<file path="src/rtl/yphf_pkg.sv">
package yphf_pkg;

    // Which half of the split search supplied the reported producer.
    typedef enum logic [1:0] {
        SRC_NONE = 2'd0,
        SRC_LOW  = 2'd1,
        SRC_HIGH = 2'd2
    } pick_src_e;

endpackage

</file>
<file path="src/rtl/yphf_match.sv">
module yphf_match #(
    parameter int DEPTH = 8,
    parameter int REG_W = 5
) (
    input  logic [DEPTH-1:0]       slot_valid_i,
    input  logic [DEPTH*REG_W-1:0] slot_dest_i,
    input  logic [DEPTH-1:0]       slot_fp_i,
    input  logic [REG_W-1:0]       query_reg_i,
    input  logic                   query_fp_i,
    output logic [DEPTH-1:0]       match_o
);

    logic query_live;

    // Integer register 0 is hard-wired and never has a producer.
    assign query_live = query_fp_i | (|query_reg_i);

    for (genvar g = 0; g < DEPTH; g++) begin : g_slot
        assign match_o[g] = query_live
                          & slot_valid_i[g]
                          & (slot_fp_i[g] == query_fp_i)
                          & (slot_dest_i[g*REG_W +: REG_W] == query_reg_i);
    end

endmodule

</file>
<file path="src/rtl/yphf_last_pick.sv">
module yphf_last_pick #(
    parameter int DEPTH = 8,
    localparam int IDX_W = $clog2(DEPTH)
) (
    input  logic [DEPTH-1:0] vec_i,
    output logic             found_o,
    output logic [IDX_W-1:0] idx_o
);

    // The highest set bit wins; a later loop pass overrides an earlier one.
    always_comb begin
        found_o = 1'b0;
        idx_o   = '0;
        for (int i = 0; i < DEPTH; i++) begin
            if (vec_i[i]) begin
                found_o = 1'b1;
                idx_o   = IDX_W'(i);
            end
        end
    end

endmodule

</file>
<file path="src/rtl/youngest_producer_finder.sv">
module youngest_producer_finder #(
    parameter int DEPTH = 8,
    parameter int REG_W = 5,
    localparam int IDX_W = $clog2(DEPTH)
) (
    input  logic                   clk_i,
    input  logic                   rst_ni,
    input  logic [DEPTH-1:0]       slot_valid_i,
    input  logic [DEPTH*REG_W-1:0] slot_dest_i,
    input  logic [DEPTH-1:0]       slot_fp_i,
    input  logic [IDX_W-1:0]       issue_ptr_i,
    input  logic [REG_W-1:0]       query_reg_i,
    input  logic                   query_fp_i,
    output logic                   hazard_o,
    output logic [IDX_W-1:0]       hazard_idx_o
);

    import yphf_pkg::*;

    localparam int NGRP = 2;
    localparam int GLO  = 0;
    localparam int GHI  = 1;

    typedef struct packed {
        logic             found;
        logic [IDX_W-1:0] idx;
    } result_t;

    logic [DEPTH-1:0]            match_vec;
    logic [DEPTH-1:0]            below_mask;
    logic [NGRP-1:0][DEPTH-1:0]  grp_vec;
    logic [NGRP-1:0]             grp_found;
    logic [NGRP-1:0][IDX_W-1:0]  grp_idx;
    pick_src_e                   src;
    result_t                     res_d, res_q;

    yphf_match #(
        .DEPTH (DEPTH),
        .REG_W (REG_W)
    ) u_match (
        .slot_valid_i (slot_valid_i),
        .slot_dest_i  (slot_dest_i),
        .slot_fp_i    (slot_fp_i),
        .query_reg_i  (query_reg_i),
        .query_fp_i   (query_fp_i),
        .match_o      (match_vec)
    );

    // Slots with an index under the pointer are the newest part of the ring.
    always_comb begin
        for (int i = 0; i < DEPTH; i++) begin
            below_mask[i] = (IDX_W'(i) < issue_ptr_i);
        end
    end

    assign grp_vec[GLO] = match_vec & below_mask;
    assign grp_vec[GHI] = match_vec & ~below_mask;

    for (genvar g = 0; g < NGRP; g++) begin : g_grp
        yphf_last_pick #(
            .DEPTH (DEPTH)
        ) u_pick (
            .vec_i   (grp_vec[g]),
            .found_o (grp_found[g]),
            .idx_o   (grp_idx[g])
        );
    end

    always_comb begin
        if (grp_found[GLO]) begin
            src = SRC_LOW;
        end else if (grp_found[GHI]) begin
            src = SRC_HIGH;
        end else begin
            src = SRC_NONE;
        end

        res_d = '0;
        case (src)
            SRC_LOW: begin
                res_d.found = 1'b1;
                res_d.idx   = grp_idx[GLO];
            end
            SRC_HIGH: begin
                res_d.found = 1'b1;
                res_d.idx   = grp_idx[GHI];
            end
            default: res_d = '0;
        endcase
    end

    always_ff @(posedge clk_i) begin
        if (!rst_ni) begin
            res_q <= '0;
        end else begin
            res_q <= res_d;
        end
    end

    assign hazard_o     = res_q.found;
    assign hazard_idx_o = res_q.idx;

endmodule

</file>
<file path="config.mk">
export PLATFORM = sky130hd
export DESIGN_NAME = youngest_producer_finder
export DESIGN_NICKNAME = d
export VERILOG_FILES = /design/src/rtl/yphf_pkg.sv /design/src/rtl/yphf_match.sv /design/src/rtl/yphf_last_pick.sv /design/src/rtl/youngest_producer_finder.sv
export SDC_FILE = /design/constraint.sdc
export NUM_CORES = 1
export LEC_CHECK = 0
export BUFFER_PORTS_ARGS = -buffer_cell sky130_fd_sc_hd__buf_2
export CORE_MARGIN = 8
export CORE_UTILIZATION = 40
export DETAILED_ROUTE_END_ITERATION = 10
export PLACE_DENSITY = 0.84
export SLEW_MARGIN = 10
export SYNTH_ARGS = -nofsm -noshare
export SYNTH_HDL_FRONTEND = slang
export SYNTH_SLANG_ARGS = --single-unit
</file>
<file path="constraint.sdc">
create_clock -name clk_i -period 2.01 [get_ports clk_i]
set_input_delay 0.201 -clock clk_i [delete_from_list [all_inputs] [get_ports clk_i]]
set_output_delay 0.201 -clock clk_i [all_outputs]
set_load 0.03 [all_outputs]
</file>
# Word-level counts from Yosys, hierarchy flattened
# Index checks and enable logic that the tools add are counted.
# classes
n_lt_le_gt_ge	8
eq_ne	18
muxes	33
n_bitwise	28
reduce_logical	1
# op_table
op	n
5-bit == test	8
1-bit bitwise AND	24
3-bit 2-to-1 mux	8
1-bit 2-to-1 mux	18
8-bit bitwise AND	2
3-bit less-than comparator (first input constant)	4
2-bit 2-to-1 mux	6
1-bit == test	8
8-bit inverter	1
4-bit case mux with 2 select lines	1
1-bit by 3-bit less-than comparator with 1-bit output (first input constant)	2
2-bit by 3-bit less-than comparator with 1-bit output (first input constant)	2
5-bit OR reduction	1
2-bit by 1-bit == test with 1-bit output (second input constant)	1
2-bit == test (second input constant)	1
1-bit OR	1
# totals
regBits	4
input_bits	67
output_inout_bits	4
word_cells	90

# Depth between registers and ports, before layout
# logic_depth
word_depth	18
ltp_mapped	9
mapped_depth_nobuf	7

# Modules after synthesis
# Synthesis repeated with hierarchy kept, for this count alone.
# unflattened
hier_cells	141
hier_area_um2	1006.0
# modules_own_cells
mod	n_inst	cells_each	area_each_um2	seq_area_each_um2
yphf_match	1	80	621.8	0.0
youngest_producer_finder	1	37	269.0	80.1
yphf_last_pick	2	12	57.6	0.0

# Worst setup path before layout
# OpenSTA, ideal clock, no wires.
# synth_timing
path_type	input port to flip-flop
start	in query_reg_i[2]
end	reg res_q, in the netlist hazard_idx_o[0]
setup_time_ps	125
t_arrival_ps	1660
required_time_ps	1885
slack_ps	225
stages	8
cell_sequence	buf_6 -> xnor2_1 -> nand4_2 -> or4_1 -> a21o_1 -> a22o_1 -> nand2_1 -> a21oi_1
# synth_via
elab_chain_cells	18
# synth_rtl
item	line_no	text
start: declaration	youngest_producer_finder.sv:12	input logic [REG_W-1:0] query_reg_i,
5-bit OR reduction	yphf_match.sv:16	assign query_live = query_fp_i | (|query_reg_i);
1-bit OR	yphf_match.sv:16	
1-bit bitwise AND	yphf_match.sv:20	& slot_valid_i[g]
1-bit bitwise AND	yphf_match.sv:21	& (slot_fp_i[g] == query_fp_i)
1-bit bitwise AND	yphf_match.sv:22	& (slot_dest_i[g*REG_W +: REG_W] == query_reg_i);
8-bit bitwise AND	youngest_producer_finder.sv:57	assign grp_vec[GHI] = match_vec & ~below_mask;
1-bit 2-to-1 mux (8 in a row)	yphf_last_pick.sv:15	if (vec_i[i]) begin
2-bit 2-to-1 mux	youngest_producer_finder.sv:72	end else if (grp_found[GHI]) begin
2-bit 2-to-1 mux	youngest_producer_finder.sv:70	if (grp_found[GLO]) begin
2-bit == test / 2-bit by 1-bit == test with 1-bit output (equally long branches)	youngest_producer_finder.sv:79	case (src)
4-bit case mux with 2 select lines (*)	youngest_producer_finder.sv:79	
end signal: assignment	youngest_producer_finder.sv:96	res_q <= res_d;
end: declaration	youngest_producer_finder.sv:35	result_t res_d, res_q;
# Mark *: on every way between the ends. The rest lies on a longest branch, timed or not.
# A chain may end at the register's enable or synchronous reset.

# Worst setup path after layout
# layout_timing
start	in query_reg_i[1]
end	reg res_q, in the netlist hazard_idx_o[2]
# The elaborated chain is that of the path after synthesis.

==> results.sh <==
export IMPL_netlist_area_leader_share=0.349
export IMPL_syn_cell_area_um2=1130
export IMPL_critPathKind="in -> reg"
export IMPL_seqPwrFrac=0.185
export IMPL_yosysUniqueCellTypes=38
export IMPL_setup_violations=0
export IMPL_final_antenna_net_count=0
export IMPL_max_freq_ghz=0.570
export IMPL_clkTransAtPathRegs_ns=0.04
export IMPL_grt_pass1_vias=1330
export IMPL_p_sw_frac=0.351
export IMPL_cts_tree="yes"
export IMPL_worst_setup_path_start_kind="primary input"
export IMPL_p_int_uw=287
export IMPL_start_util=0.417
export IMPL_place_port_buffers=70
export IMPL_ys_top_cells_by_count="xnor2_1 (45), nand3_1 (9), nand4_1 (8), buf_6 (7)"
export IMPL_synthFlopType="dfxtp_1"
export IMPL_drive_gt1_frac=0.447
export IMPL_busiest_layer="met2"
export IMPL_synth_area_top_cells="xnor2_1 (35%), dfxtp_1 (7.1%), buf_6 (7.0%)"
export IMPL_ys_warnings_count=0
export IMPL_grt_usage=0.140
export IMPL_crit_path_max_incr_delay_ns=0.33
export IMPL_wl_per_cell_um=14.3
export IMPL_fin_crit_sh=0.874
export IMPL_p_leak_uw=0.000665
export IMPL_arrival_ns=1.86
export IMPL_dpl_hpwl_mm=3.11
export IMPL_holdWs_ns=0.215
export IMPL_seq_area_um2=80.1
export IMPL_die_height_um=69.1
export IMPL_core_rowCount=19
export IMPL_core_um2=2710
export IMPL_wl_mm=3.54
export IMPL_antenna_cells=0
export IMPL_synthToLayoutAreaGrowth_pct=36.3
export IMPL_synth_seq_area_share=0.0709
export IMPL_p_switching_uw=155
export IMPL_grtUsageMet2=0.256
export IMPL_die_w_um=69.1
export IMPL_critPathMaxFanout=11
export IMPL_fillers=265
export IMPL_post_cts_buffers=0
export IMPL_synth_edf_count=0
export IMPL_drt_iter0_drc=59
export IMPL_drc=2
export IMPL_worst_pin_slew_ns=0.390
export IMPL_cts_max_level=1
export IMPL_grt_overflow_total=0
export IMPL_clkPwrFrac=0.219
export IMPL_violations="design-rule violations"
export IMPL_met1_usage=0.147
export IMPL_power_density_nw_per_um2=287
export IMPL_grt_pass1_wl_mm=5.80
export IMPL_synthMostInstantiatedCell="xnor2_1"
export IMPL_antenna_found_initial=0
export IMPL_min_from="rst_ni"
export IMPL_die_area_um2=4780
export IMPL_maxCapViolCount=0
export IMPL_vdd_drop_max_v=0.000192
export IMPL_grt_max_degree=12
export IMPL_num_vias=1294
export IMPL_maxSlewHeadroom=0.736
export IMPL_setup_tns_ns=0
export IMPL_routabilityCongestion=0.909
export IMPL_synth_seq_cells=4
export IMPL_min_period_ns=1.76
export IMPL_fin_nets=286
export IMPL_clock_path_buffers=2
export IMPL_slowest_stage="o41ai_2"
export IMPL_rsz0062_at_grt="false"
export IMPL_synth_top_cell_by_area="xnor2_1"
export IMPL_avgSynthCellArea_um2=8.01
export IMPL_grt_use_met3=0.0501
export IMPL_worst_ep_required_time_ns=2.11
export IMPL_synth_nets=208
export IMPL_ios=71
export IMPL_clk_root_buffer_cell="clkbuf_4"
export IMPL_firstDrtPassIters=7
export IMPL_cp_end_kind="flop"
export IMPL_startpoint="query_reg_i[1]"
export IMPL_status="finished with violations"
export IMPL_vias_per_cell=5.22
export IMPL_cts_buffers=3
export IMPL_cts_resized=0
export IMPL_clkSinkCount=4
export IMPL_hold_buffers=0
export IMPL_hold_path_class="in -> reg"
export IMPL_finalMaxSlewViolations=0
export IMPL_async_flop_share=0
export IMPL_multi_input_area_um2=951
export IMPL_path_cells="buf_2 > nor2_4 > and3_4 > nor4_1 > buf_4 > o41ai_2 > o211a_1 > a41o_1 > a21oi_1"
export IMPL_hold_violations=0
export IMPL_comb_power_share=0.596
export IMPL_synthCells=141
power by group through the flow:
| stage | Combinational, uW | Clock, uW | Sequential (uW) |
|---|---|---|---|
| after floorplan | 166 | 0 | 85.9 |
| after global placement | 260 | 0 | 82.7 |
| after detailed placement | 265 | 0 | 82.7 |
| after CTS | 266 | 101 | 81.5 |
| after global routing | 288 | 107 | 81.5 |
| final | 263 | 96.8 | 81.6 |
worst max-delay path, delay by kind of cell:
family / cells / cell delay (ns)
AO/OA/AOI/OAI: 4 / 0.85
AND/OR/NAND/NOR: 3 / 0.46
buffers and inverters: 2 / 0.33
layout by cell type (no fill, tap or decap), drive strengths merged, types with 2 or more instances in the layout:
master,n
a21o,4
a21oi,6
a22o,2
a31oi,3
buf,81
clkbuf,3
dfxtp,4
inv,4
nand2,6
nand2b,2
nand3,10
nand4,9
nor2,6
nor3,8
nor4,4
nor4b,2
o21ai,2
xnor2,45
xor2,3
path summary, 6_finish.rpt:
kind	end	cells after the start	slack [ns]
min	hazard_idx_o[0]$_SDFF_PN0_	3	0.22
max	hazard_idx_o[2]$_SDFF_PN0_	9	0.25
registers in the layout (all words and copies together), names as in the netlist:
signal,flops
hazard_idx_o,3
hazard_o,1
per-stage QoR:
step	setup WS, ns	util	total power (uW)	instances	area (um^2)
final	0.254	0.568	442	248	1540
after global routing	0.157	0.568	477	248	1540
after CTS	0.264	0.568	448	248	1540
after detailed placement	0.0349	0.560	348	245	1520
after global placement	0.0546	0.560	343	245	1520
after floorplan	0.225	-	252	141	1130
metal layers:
metal / part of all wire / vias to the layer above
li1: - / 665
met3: 0.079 / 0
met4: 0 / 0
met5: 0 / -
met2: 0.51 / 51
met1: 0.41 / 578
final cells by class:
| class | instances | area share |
|---|---|---|
| multi-input combinational | 125 | 0.617 |
| timing repair buffer | 81 | 0.281 |
| sequential | 4 | 0.0520 |
| tap | 31 | 0.0252 |
| clock buffer | 3 | 0.0146 |
| inverter | 4 | 0.00975 |
cell families (layout without fill, tap and decap cells):
logic type / after synthesis / count (layout) / share of synthesized area
xor gates and xnor gates: 48 / 48 / 0.372
buffers and inverters: 12 / 88 / 0.0875
AOI/OAI and AO/OA: 25 / 25 / 0.163
and+or+nand+nor: 52 / 52 / 0.307
DFF: 4 / 4 / 0.0709
Note: power is estimated with default switching activity, not from simulation.
